==> src/rtl/mdio_pkg.sv <==
// Package: shared encodings for the two-wire management slave.
// Assumes: one frame layout with 2-bit opcode and fixed field order.
package mdio_pkg;

    // Opcode values as received, first bit in the MSB.
    localparam logic [1:0] OPC_READ  = 2'b10;
    localparam logic [1:0] OPC_WRITE = 2'b01;

    // Frame parser states.
    typedef enum logic [2:0] {
        PS_HUNT,
        PS_START,
        PS_OPCODE,
        PS_DEVADR,
        PS_REGADR,
        PS_TURN,
        PS_DATA,
        PS_SKIP
    } parse_st_t;

    // Read shifter phases.
    typedef enum logic [1:0] {
        SH_OFF,
        SH_TURN,
        SH_DATA
    } shift_ph_t;

endpackage

==> src/rtl/mdio_frame_parser.sv <==
// Module: mdio_frame_parser
// Walks the incoming bit stream field by field. It latches the device
// address from the straps during reset, raises rd_start at the first
// turnaround edge of a matching read, and raises wr_req at the last data
// edge of a matching write.
// Assumes: mdio_in is stable around each rising edge of clk.
module mdio_frame_parser
    import mdio_pkg::*;
#(
    parameter int ADDR_W = 5,
    parameter int DATA_W = 16,
    parameter int REG_W  = 8
) (
    input  logic              clk,
    input  logic              rst_n,
    input  logic [ADDR_W-1:0] strap_addr,
    input  logic              mdio_in,
    output logic              rd_start,
    output logic              wr_req,
    output logic [ADDR_W-1:0] reg_sel,
    output logic [REG_W-1:0]  wr_byte,
    output logic              hunting,
    output logic              skipping
);

    localparam int SKIP_LEN = ADDR_W + 2 + DATA_W;
    localparam int CNT_W    = $clog2(SKIP_LEN + 1);
    localparam logic [CNT_W-1:0] LAST_ADR = CNT_W'(ADDR_W - 1);
    localparam logic [CNT_W-1:0] LAST_DAT = CNT_W'(DATA_W - 1);
    localparam logic [CNT_W-1:0] LAST_SKP = CNT_W'(SKIP_LEN - 1);
    localparam logic [CNT_W-1:0] CNT_ONE  = CNT_W'(1);

    parse_st_t          st;
    logic [CNT_W-1:0]   cnt;
    logic               op_first;
    logic               is_read;
    logic [ADDR_W-1:0]  dev_addr;
    logic [ADDR_W-1:0]  adr_sh;
    logic [REG_W-1:0]   byte_sh;
    logic [ADDR_W-1:0]  adr_next;
    logic [REG_W-1:0]   byte_next;
    logic [1:0]         op_now;

    // Next values of the field shift registers, including the bit on the line.
    always_comb begin
        adr_next  = {adr_sh[ADDR_W-2:0], mdio_in};
        byte_next = {byte_sh[REG_W-2:0], mdio_in};
        op_now    = {op_first, mdio_in};
    end

    // Request pulses decoded from the state at the sampling edge.
    always_comb begin
        rd_start = (st == PS_TURN) && (cnt == '0) && is_read;
        wr_req   = (st == PS_DATA) && (cnt == LAST_DAT) && !is_read;
        wr_byte  = byte_next;
        hunting  = (st == PS_HUNT);
        skipping = (st == PS_SKIP);
    end

    // Device address capture: follows the straps only while reset is low.
    always_ff @(posedge clk) begin
        if (!rst_n) dev_addr <= strap_addr;
    end

    // Field sequencer: one bit per clock, counter tracks position in field.
    always_ff @(posedge clk) begin
        if (!rst_n) begin
            st       <= PS_HUNT;
            cnt      <= '0;
            op_first <= 1'b0;
            is_read  <= 1'b0;
            adr_sh   <= '0;
            byte_sh  <= '0;
            reg_sel  <= '0;
        end else begin
            case (st)
                PS_HUNT: begin
                    if (!mdio_in) st <= PS_START;
                end
                PS_START: begin
                    if (mdio_in) begin
                        st  <= PS_OPCODE;
                        cnt <= '0;
                    end
                end
                PS_OPCODE: begin
                    if (cnt == '0) begin
                        op_first <= mdio_in;
                        cnt      <= CNT_ONE;
                    end else begin
                        cnt <= '0;
                        if (op_now == OPC_READ) begin
                            is_read <= 1'b1;
                            st      <= PS_DEVADR;
                        end else if (op_now == OPC_WRITE) begin
                            is_read <= 1'b0;
                            st      <= PS_DEVADR;
                        end else begin
                            st <= PS_HUNT;
                        end
                    end
                end
                PS_DEVADR: begin
                    adr_sh <= adr_next;
                    if (cnt == LAST_ADR) begin
                        cnt <= '0;
                        st  <= (adr_next == dev_addr) ? PS_REGADR : PS_SKIP;
                    end else begin
                        cnt <= cnt + CNT_ONE;
                    end
                end
                PS_REGADR: begin
                    adr_sh <= adr_next;
                    if (cnt == LAST_ADR) begin
                        cnt     <= '0;
                        reg_sel <= adr_next;
                        st      <= PS_TURN;
                    end else begin
                        cnt <= cnt + CNT_ONE;
                    end
                end
                PS_TURN: begin
                    if (cnt == '0) begin
                        cnt <= CNT_ONE;
                    end else begin
                        cnt <= '0;
                        st  <= PS_DATA;
                    end
                end
                PS_DATA: begin
                    byte_sh <= byte_next;
                    if (cnt == LAST_DAT) begin
                        cnt <= '0;
                        st  <= PS_HUNT;
                    end else begin
                        cnt <= cnt + CNT_ONE;
                    end
                end
                PS_SKIP: begin
                    if (cnt == LAST_SKP) begin
                        cnt <= '0;
                        st  <= PS_HUNT;
                    end else begin
                        cnt <= cnt + CNT_ONE;
                    end
                end
                default: st <= PS_HUNT;
            endcase
        end
    end

    // an opcode whose two bits are equal sends the parser back to hunting.
    a_r2_bad_opcode_aborts: assert property (@(posedge clk) disable iff (!rst_n)
        (st == PS_OPCODE && cnt == CNT_ONE && op_first == mdio_in) |=> (st == PS_HUNT));

    // once out of reset the latched device address never moves.
    a_r3_addr_held: assert property (@(posedge clk) disable iff (!rst_n)
        $past(rst_n) |-> $stable(dev_addr));

endmodule

==> src/rtl/mdio_read_shifter.sv <==
// Module: mdio_read_shifter
// Owns the line driver. On rd_start it enables the output with a zero for
// the second turnaround cycle, then shifts a 16-bit word out MSB first,
// changing the bit just after each rising edge, and releases afterwards.
// Assumes: rd_start arrives at the first turnaround edge of a read.
module mdio_read_shifter
    import mdio_pkg::*;
#(
    parameter int DATA_W = 16,
    parameter int REG_W  = 8
) (
    input  logic             clk,
    input  logic             rst_n,
    input  logic             rd_start,
    input  logic [REG_W-1:0] rd_byte,
    output logic             mdio_out,
    output logic             mdio_oe
);

    localparam int CNT_W = $clog2(DATA_W);
    localparam logic [CNT_W-1:0] LAST_BIT = CNT_W'(DATA_W - 1);
    localparam logic [CNT_W-1:0] CNT_ONE  = CNT_W'(1);

    shift_ph_t         ph;
    logic [CNT_W-1:0]  cnt;
    logic [DATA_W-1:0] sh;

    // Driver sequence: turnaround zero, then DATA_W bits, then release.
    always_ff @(posedge clk) begin
        if (!rst_n) begin
            ph       <= SH_OFF;
            cnt      <= '0;
            sh       <= '0;
            mdio_out <= 1'b0;
            mdio_oe  <= 1'b0;
        end else begin
            case (ph)
                SH_OFF: begin
                    if (rd_start) begin
                        ph       <= SH_TURN;
                        sh       <= {{(DATA_W-REG_W){1'b0}}, rd_byte};
                        mdio_out <= 1'b0;
                        mdio_oe  <= 1'b1;
                    end
                end
                SH_TURN: begin
                    mdio_out <= sh[DATA_W-1];
                    sh       <= {sh[DATA_W-2:0], 1'b0};
                    cnt      <= '0;
                    ph       <= SH_DATA;
                end
                SH_DATA: begin
                    if (cnt == LAST_BIT) begin
                        mdio_oe  <= 1'b0;
                        mdio_out <= 1'b0;
                        ph       <= SH_OFF;
                    end else begin
                        mdio_out <= sh[DATA_W-1];
                        sh       <= {sh[DATA_W-2:0], 1'b0};
                        cnt      <= cnt + CNT_ONE;
                    end
                end
                default: ph <= SH_OFF;
            endcase
        end
    end

    // the first driven cycle of a read always shows a zero.
    a_r5_turn_zero: assert property (@(posedge clk) disable iff (!rst_n)
        $rose(mdio_oe) |-> !mdio_out);

    // a read start is only taken while the driver is idle.
    a_r6_no_overlap: assert property (@(posedge clk) disable iff (!rst_n)
        rd_start |-> !mdio_oe);

endmodule

==> src/rtl/mdio_reg_bank.sv <==
// Module: mdio_reg_bank
// Holds NUM_REGS byte registers, gives the addressed one to the read path
// (zero when out of range) and raises a registered one-hot write strobe.
// Assumes: wr_req is a single-cycle pulse with reg_sel stable.
module mdio_reg_bank #(
    parameter int ADDR_W   = 5,
    parameter int REG_W    = 8,
    parameter int NUM_REGS = 8
) (
    input  logic                clk,
    input  logic                rst_n,
    input  logic [ADDR_W-1:0]   reg_sel,
    input  logic                wr_req,
    input  logic [REG_W-1:0]    wr_byte,
    output logic [REG_W-1:0]    rd_byte,
    output logic [NUM_REGS-1:0] wr_stb,
    output logic [REG_W-1:0]    wr_data
);

    logic [REG_W-1:0]    regs [NUM_REGS];
    logic [NUM_REGS-1:0] hit;

    // Per-register write decode.
    for (genvar g = 0; g < NUM_REGS; g++) begin : g_dec
        assign hit[g] = wr_req && (reg_sel == ADDR_W'(g));
    end

    // Read select; addresses past the bank return zero.
    always_comb begin
        rd_byte = '0;
        for (int i = 0; i < NUM_REGS; i++) begin
            if (reg_sel == ADDR_W'(i)) rd_byte = regs[i];
        end
    end

    // Register storage update.
    always_ff @(posedge clk) begin
        if (!rst_n) begin
            for (int i = 0; i < NUM_REGS; i++) regs[i] <= '0;
        end else begin
            for (int i = 0; i < NUM_REGS; i++) begin
                if (hit[i]) regs[i] <= wr_byte;
            end
        end
    end

    // Strobe and byte outputs, one cycle after the commit edge.
    always_ff @(posedge clk) begin
        if (!rst_n) begin
            wr_stb  <= '0;
            wr_data <= '0;
        end else begin
            wr_stb <= hit;
            if (wr_req) wr_data <= wr_byte;
        end
    end

    // at most one register strobed per cycle.
    a_r7_onehot: assert property (@(posedge clk) disable iff (!rst_n)
        $onehot0(wr_stb));

    // a strobe follows only a write request.
    a_r7_stb_after_req: assert property (@(posedge clk) disable iff (!rst_n)
        (wr_stb != '0) |-> $past(wr_req));

endmodule

==> src/rtl/mdio_mgmt_slave.sv <==
// Module: mdio_mgmt_slave
// Top of the two-wire management slave: parser, read shifter, register bank.
// Assumes: the external buffer drives the line from mdio_out when mdio_oe
// is high, and a pull-up holds it high otherwise.
module mdio_mgmt_slave #(
    parameter int ADDR_W   = 5,
    parameter int DATA_W   = 16,
    parameter int REG_W    = 8,
    parameter int NUM_REGS = 8
) (
    input  logic                mdc,
    input  logic                rst_n,
    input  logic [ADDR_W-1:0]   strap_addr,
    input  logic                mdio_in,
    output logic                mdio_out,
    output logic                mdio_oe,
    output logic [NUM_REGS-1:0] wr_stb,
    output logic [REG_W-1:0]    wr_data
);

    logic              rd_start;
    logic              wr_req;
    logic [ADDR_W-1:0] reg_sel;
    logic [REG_W-1:0]  wr_byte;
    logic [REG_W-1:0]  rd_byte;
    logic              hunting;
    logic              skipping;

    mdio_frame_parser #(
        .ADDR_W(ADDR_W),
        .DATA_W(DATA_W),
        .REG_W (REG_W)
    ) u_parser (
        .clk       (mdc),
        .rst_n     (rst_n),
        .strap_addr(strap_addr),
        .mdio_in   (mdio_in),
        .rd_start  (rd_start),
        .wr_req    (wr_req),
        .reg_sel   (reg_sel),
        .wr_byte   (wr_byte),
        .hunting   (hunting),
        .skipping  (skipping)
    );

    mdio_reg_bank #(
        .ADDR_W  (ADDR_W),
        .REG_W   (REG_W),
        .NUM_REGS(NUM_REGS)
    ) u_bank (
        .clk    (mdc),
        .rst_n  (rst_n),
        .reg_sel(reg_sel),
        .wr_req (wr_req),
        .wr_byte(wr_byte),
        .rd_byte(rd_byte),
        .wr_stb (wr_stb),
        .wr_data(wr_data)
    );

    mdio_read_shifter #(
        .DATA_W(DATA_W),
        .REG_W (REG_W)
    ) u_shift (
        .clk     (mdc),
        .rst_n   (rst_n),
        .rd_start(rd_start),
        .rd_byte (rd_byte),
        .mdio_out(mdio_out),
        .mdio_oe (mdio_oe)
    );

    // while a foreign frame is skipped the line is never driven.
    a_r4_quiet_on_skip: assert property (@(posedge mdc) disable iff (!rst_n)
        skipping |-> !mdio_oe);

    // the driver lets go exactly when the parser is back at the hunt.
    a_r8_release_idle: assert property (@(posedge mdc) disable iff (!rst_n)
        $fell(mdio_oe) |-> hunting);

    // a write completion never coincides with a driven line.
    a_r7_write_no_drive: assert property (@(posedge mdc) disable iff (!rst_n)
        (wr_stb != '0) |-> !mdio_oe);

endmodule

==> config.mk <==
export PLATFORM = sky130hd
export DESIGN_NAME = mdio_mgmt_slave
export DESIGN_NICKNAME = d
export VERILOG_FILES = /design/src/rtl/mdio_pkg.sv /design/src/rtl/mdio_frame_parser.sv /design/src/rtl/mdio_read_shifter.sv /design/src/rtl/mdio_reg_bank.sv /design/src/rtl/mdio_mgmt_slave.sv
export SDC_FILE = /design/constraint.sdc
export NUM_CORES = 1
export LEC_CHECK = 0
export BUFFER_PORTS_ARGS = -buffer_cell sky130_fd_sc_hd__buf_2
export CAP_MARGIN = 20
export CORE_MARGIN = 2
export CORE_UTILIZATION = 57
export CTS_BUF_LIST = sky130_fd_sc_hd__clkbuf_2 sky130_fd_sc_hd__clkbuf_4 sky130_fd_sc_hd__clkbuf_8
export CTS_CLUSTER_SIZE = 10
export DETAILED_ROUTE_END_ITERATION = 16
export PLACE_DENSITY_LB_ADDON = 0.05
export SLEW_MARGIN = 20
export SYNTH_ARGS = -nofsm -noshare
export SYNTH_HDL_FRONTEND = slang
export SYNTH_SLANG_ARGS = --single-unit
==> constraint.sdc <==
create_clock -name mdc -period 2.6 [get_ports mdc]
set_input_delay 0.52 -clock mdc [delete_from_list [all_inputs] [get_ports mdc]]
set_output_delay 0.52 -clock mdc [all_outputs]
set_load 0.02 [all_outputs]
* Yosys cells after proc, flatten, opt, wreduce, memory -nomap -nowiden
Memory sizes are Yosys's and may differ from the RTL's. Cells that the tools add are included.
Word-level totals: register bits after elaboration 71, RAM bits 64, bits of input ports 8, output and inout bits 18, logic and storage cells 170, memories 1
Cells by class: add/sub/neg operators 2, equality and inequality tests 34, multiplexer cells 75, bitwise operators 9, reductions and logical operators 34
Memories:
- u_bank.regs | depth 8, width 8, read ports 8, clocked after memory_dff 0, write ports 8, RTL line mdio_reg_bank.sv:20 | logic [REG_W-1:0] regs [NUM_REGS];
Operators by type and width (count):
- 8-bit 2-to-1 mux | 16
- 16-bit one-hot mux with 3 select lines | 1
- 1-bit 2-to-1 mux | 32
- 16-bit 2-to-1 mux | 2
- 3-bit 2-to-1 mux | 9
- 5-bit by 3-bit equality test with 1-bit output (second input constant) | 5
- 5-bit one-hot mux with 5 select lines | 1
- 3-bit one-hot mux with 8 select lines | 1
- 5-bit 2-to-1 mux | 4
- 2-bit inequality test (second input constant) | 7
- 3-bit equality test (second input constant) | 4
- 1-bit logical AND | 12
- 2-bit AND reduction | 6
- 5-bit by 2-bit equality test with 1-bit output (second input constant) | 2
- 5-bit zero test | 2
- 3-bit AND reduction | 3
- 2-bit 2-to-1 mux | 4
- 2-bit by 1-bit inequality test with 1-bit output (second input constant) | 4
- 1-bit bitwise OR | 8
- 4-bit one-hot mux with 2 select lines | 1
- 8-bit AND reduction | 1
- 3-bit by 2-bit equality test with 1-bit output (second input constant) | 2
- 2-bit one-hot mux with 3 select lines | 1
- 2-bit nonzero test | 3
- 20 further kinds | 23

* Longest topological paths before layout
word-level depth 11, gate-level depth with buffers 10, gate-level depth less buffers 9

* Hierarchy
Synthesis repeated with hierarchy kept, for this count alone.
Unflattened totals: cells, all modules 559, area, all modules 6216.0 um2
By module, submodules not included:
- mdio_reg_bank | instances 1, cells an instance 251, area each 3348.2 um2, sequential area each 2242.2 um2
- mdio_frame_parser | instances 1, cells an instance 177, area each 1601.5 um2, sequential area each 670.6 um2
- mdio_read_shifter | instances 1, cells an instance 131, area each 1266.2 um2, sequential area each 480.5 um2

* Least setup slack after synthesis
Ideal clock, no wire load.
path kind reg-to-reg, start point register u_parser.cnt[1], end point memory u_bank.regs[7][0] (netlist: u_bank.regs[1][24]), enable pin, setup time 384 ps, arrival time 2018 ps, data required time 2216 ps, setup slack 198 ps, cell stages (with the launch flop) 9, buffers on the path 1, clock period less this slack 2402 ps, cells stage by stage dfxtp_1 ha_1 nand3_1 inv_1 ha_1 and3_1 clkbuf_1 nand4b_1 o21ai_0
RTL lines:
- from (decl) | RTL line mdio_frame_parser.sv:34 | logic [CNT_W-1:0] cnt;
- from (signal assigned) | RTL line mdio_frame_parser.sv:109 | cnt <= cnt + CNT_ONE;
- from (signal assigned) | RTL line mdio_frame_parser.sv:119 | cnt <= cnt + CNT_ONE;
- from (signal assigned) | RTL line mdio_frame_parser.sv:136 | cnt <= cnt + CNT_ONE;
- to (decl) | RTL line mdio_reg_bank.sv:20

==> run metrics <==
Max Fclk about 0.43 GHz; die height approximately 110 um; CTS Buf Count 17; PwrDens roughly 750 nW/um^2; DR DRC count 0; share of the synthesized area in the top cell type between 30% and 40%; number of max-cap violations 0; Syn Nets between 600 and 700; global-route wire length before repair ~22,000 um; clock sinks roughly 140; cell area after synthesis 6000 um^2; RSZ-0062 raised after global routing no; final setup TNS 0 ns; TritonCTS clock tree yes; largest net degree at the start of global routing 47; GRT Total Usage 25.0%; number of synthesized flops with an enable pin just under 70; ys flop type edfxtp_1; Die ar. about 11,000 um^2; WP data required 2.70 ns; Seq/Total Area, Yosys 56.6%; syn avg cell area a little over 10 um^2; Slew headroom 51.6%; cts hold-fix bufs 0; WP data arrival around 2.4 ns; clk buf depth 2; crit path kind register to register; Final period util around 90%; GRT met1 Usage roughly a third; GR Util met3 around 5.2%; Crit. End Element register; total power between 5 and 6 mW; Reg area 3390 um^2; clock latency on the worst-skew pair roughly 0.45 ns; initial antenna violation count 0; drt first pass iters 5; routed vias/inst about 5.7; layout cell share with drive strength beyond 1 roughly 17%; post-synth top area cell edfxtp_1; Synth top cells by count nor2_1 (87), edfxtp_1 (69), nand2_1 (69), dfxtp_1 (66), a21oi_1 (35); I/O pins 26; Ys Warns 0; status complete, no violations; Mapped Cells roughly 580; count leader, synth nor2_1; starting density of the core 58.4%; Fillers 890; top cells by area, synth edfxtp_1 (35%), dfxtp_1 (22%), nor2_1 (5.4%); vias in the first global route approximately 4,200; hold crit path type input pin to register; RD Place Congestion 0.887; ANT nets after route 0; fin nets between 600 and 700; Async SR Flop Fraction 0%; post-DR wirelength/cell roughly 17 um; Via Count roughly 4,400; row count 37; Worst-Margin Slew between 0.7 and 0.8 ns; initial drt markers between 200 and 300; Post-Route WL between 10,000 and 15,000 um; maximum vdd drop 449 uV; width of the die 107 um; Port Buffer Count 25; H-tree depth 4; Area Growth Syn to Fin 12.0%; DP HPWL between 9000 and 10,000 um; max-slew violations 0; final clock skew between 0.01 and 0.015 ns; root buf cell clkbuf_8; Setup crit start kind register; final hold viol count 0; GRT overflow 0; final setup vio count 0; area of the multi-input gates approximately 2400 um^2; Worst-path clk slew approximately 0.070 ns; gr busiest metal met2; # diodes 0; CP max FO 9; met2 GRT Util 39.2%; Placeable Area slightly above 10,000 um^2; Synth cell types 62; register bit total from synthesis between 100 and 150; leakage power 2.53 nW; crit path time final between 2 and 2.5 ns
## cells by family after synthesis
kind of cell | Yosys count | share of synthesized area, %
compound gates | 116 | 13.4
flops | 135 | 56.6
buf+inv | 54 | 4.09
simple gates | 237 | 19.0
fa+ha+maj | 11 | 2.29
mux | 23 | 3.86
xor+xnor | 6 | 0.876
## report_power, final
group | leakage [nW] | switching, mW | total (mW) | internal, mW
Combinational | 1.10 | 0.530 | 0.844 | 0.314
Clock | 0.185 | 0.841 | 1.71 | 0.867
Sequential | 1.24 | 0.115 | 2.46 | 2.35
## metrics by stage
step	std cells	cell area, um^2	setup slack (ns)	hold WS [ns]	utilization (%)
floorplan	582	6000	0.198	0.432	-
global placement	735	6320	0.364	0.438	61.5
detailed placement	735	6320	0.308	0.445	61.5
CTS	767	6720	0.242	0.221	65.4
global route	767	6720	0.0634	0.225	65.4
finish	767	6720	0.267	0.245	65.4
## registers in the layout (all words and copies together) (netlist names), 2 cells and up
name	cells
u_bank.regs	64
u_bank.wr_data	8
u_bank.wr_stb	8
u_parser.adr_sh	4
u_parser.byte_sh	7
u_parser.cnt	5
u_parser.dev_addr	5
u_parser.reg_sel	5
u_parser.st	3
u_shift.cnt	4
u_shift.ph	2
u_shift.sh	16
## cell type report
class,instances,area share (%)
flip-flops and latches,135,50.5
multi-input cells,393,35.1
repair buffers,49,4.73
clock buffers,18,3.59
well taps,136,2.53
clock inverters,14,2.25
inverters,22,1.23
## placed cells by master (no fill, tap or decap), types with 9 or more instances in the layout
cell,count
nor2_1,87
nand2_1,69
edfxtp_1,69
dfxtp_1,66
a21oi_1,35
buf_2,25
buf_4,23
mux2i_1,22
inv_1,21
nand3_1,19
clkbuf_8,17
o21ai_0,15
a22o_1,12
ha_1,11
o2111ai_1,9
## worst max-delay path, stage by stage, from the launching register on
cell and delay (ns):
dfxtp_1 0.39, or3b_2 0.53, nor2_1 0.56, nand2_1 0.15, nand2_1 0.37
## path summary, 6_finish.rpt
path | cells past startpoint | end | from | slack, ns
worst max-delay path | 4 | u_bank.regs[0][29] | u_parser.reg_sel[4] | 0.27
worst max register to register | 4 | u_bank.regs[0][29] | u_parser.reg_sel[4] | 0.27
worst min register to register | 2 | u_shift.sh[10] | u_shift.sh[10] | 0.45
worst min-delay path | 1 | u_parser.dev_addr[3] | strap_addr[3] | 0.24
## metal layers
| layer | wire length [um] | vias to the layer above |
|---|---|---|
| met4 | 297 | 0 |
| met5 | 0 | - |
| met3 | 598 | 21 |
| met2 | 6400 | 125 |
| li1 | - | 2158 |
| met1 | 6120 | 2104 |
## repair_timing
item / in CTS / in global routing
setup buffers: 0 / 0
gates resized for setup: 0 / 1
setup endpoints to repair: 0 / 1
Power figures use the tool's default switching activity.
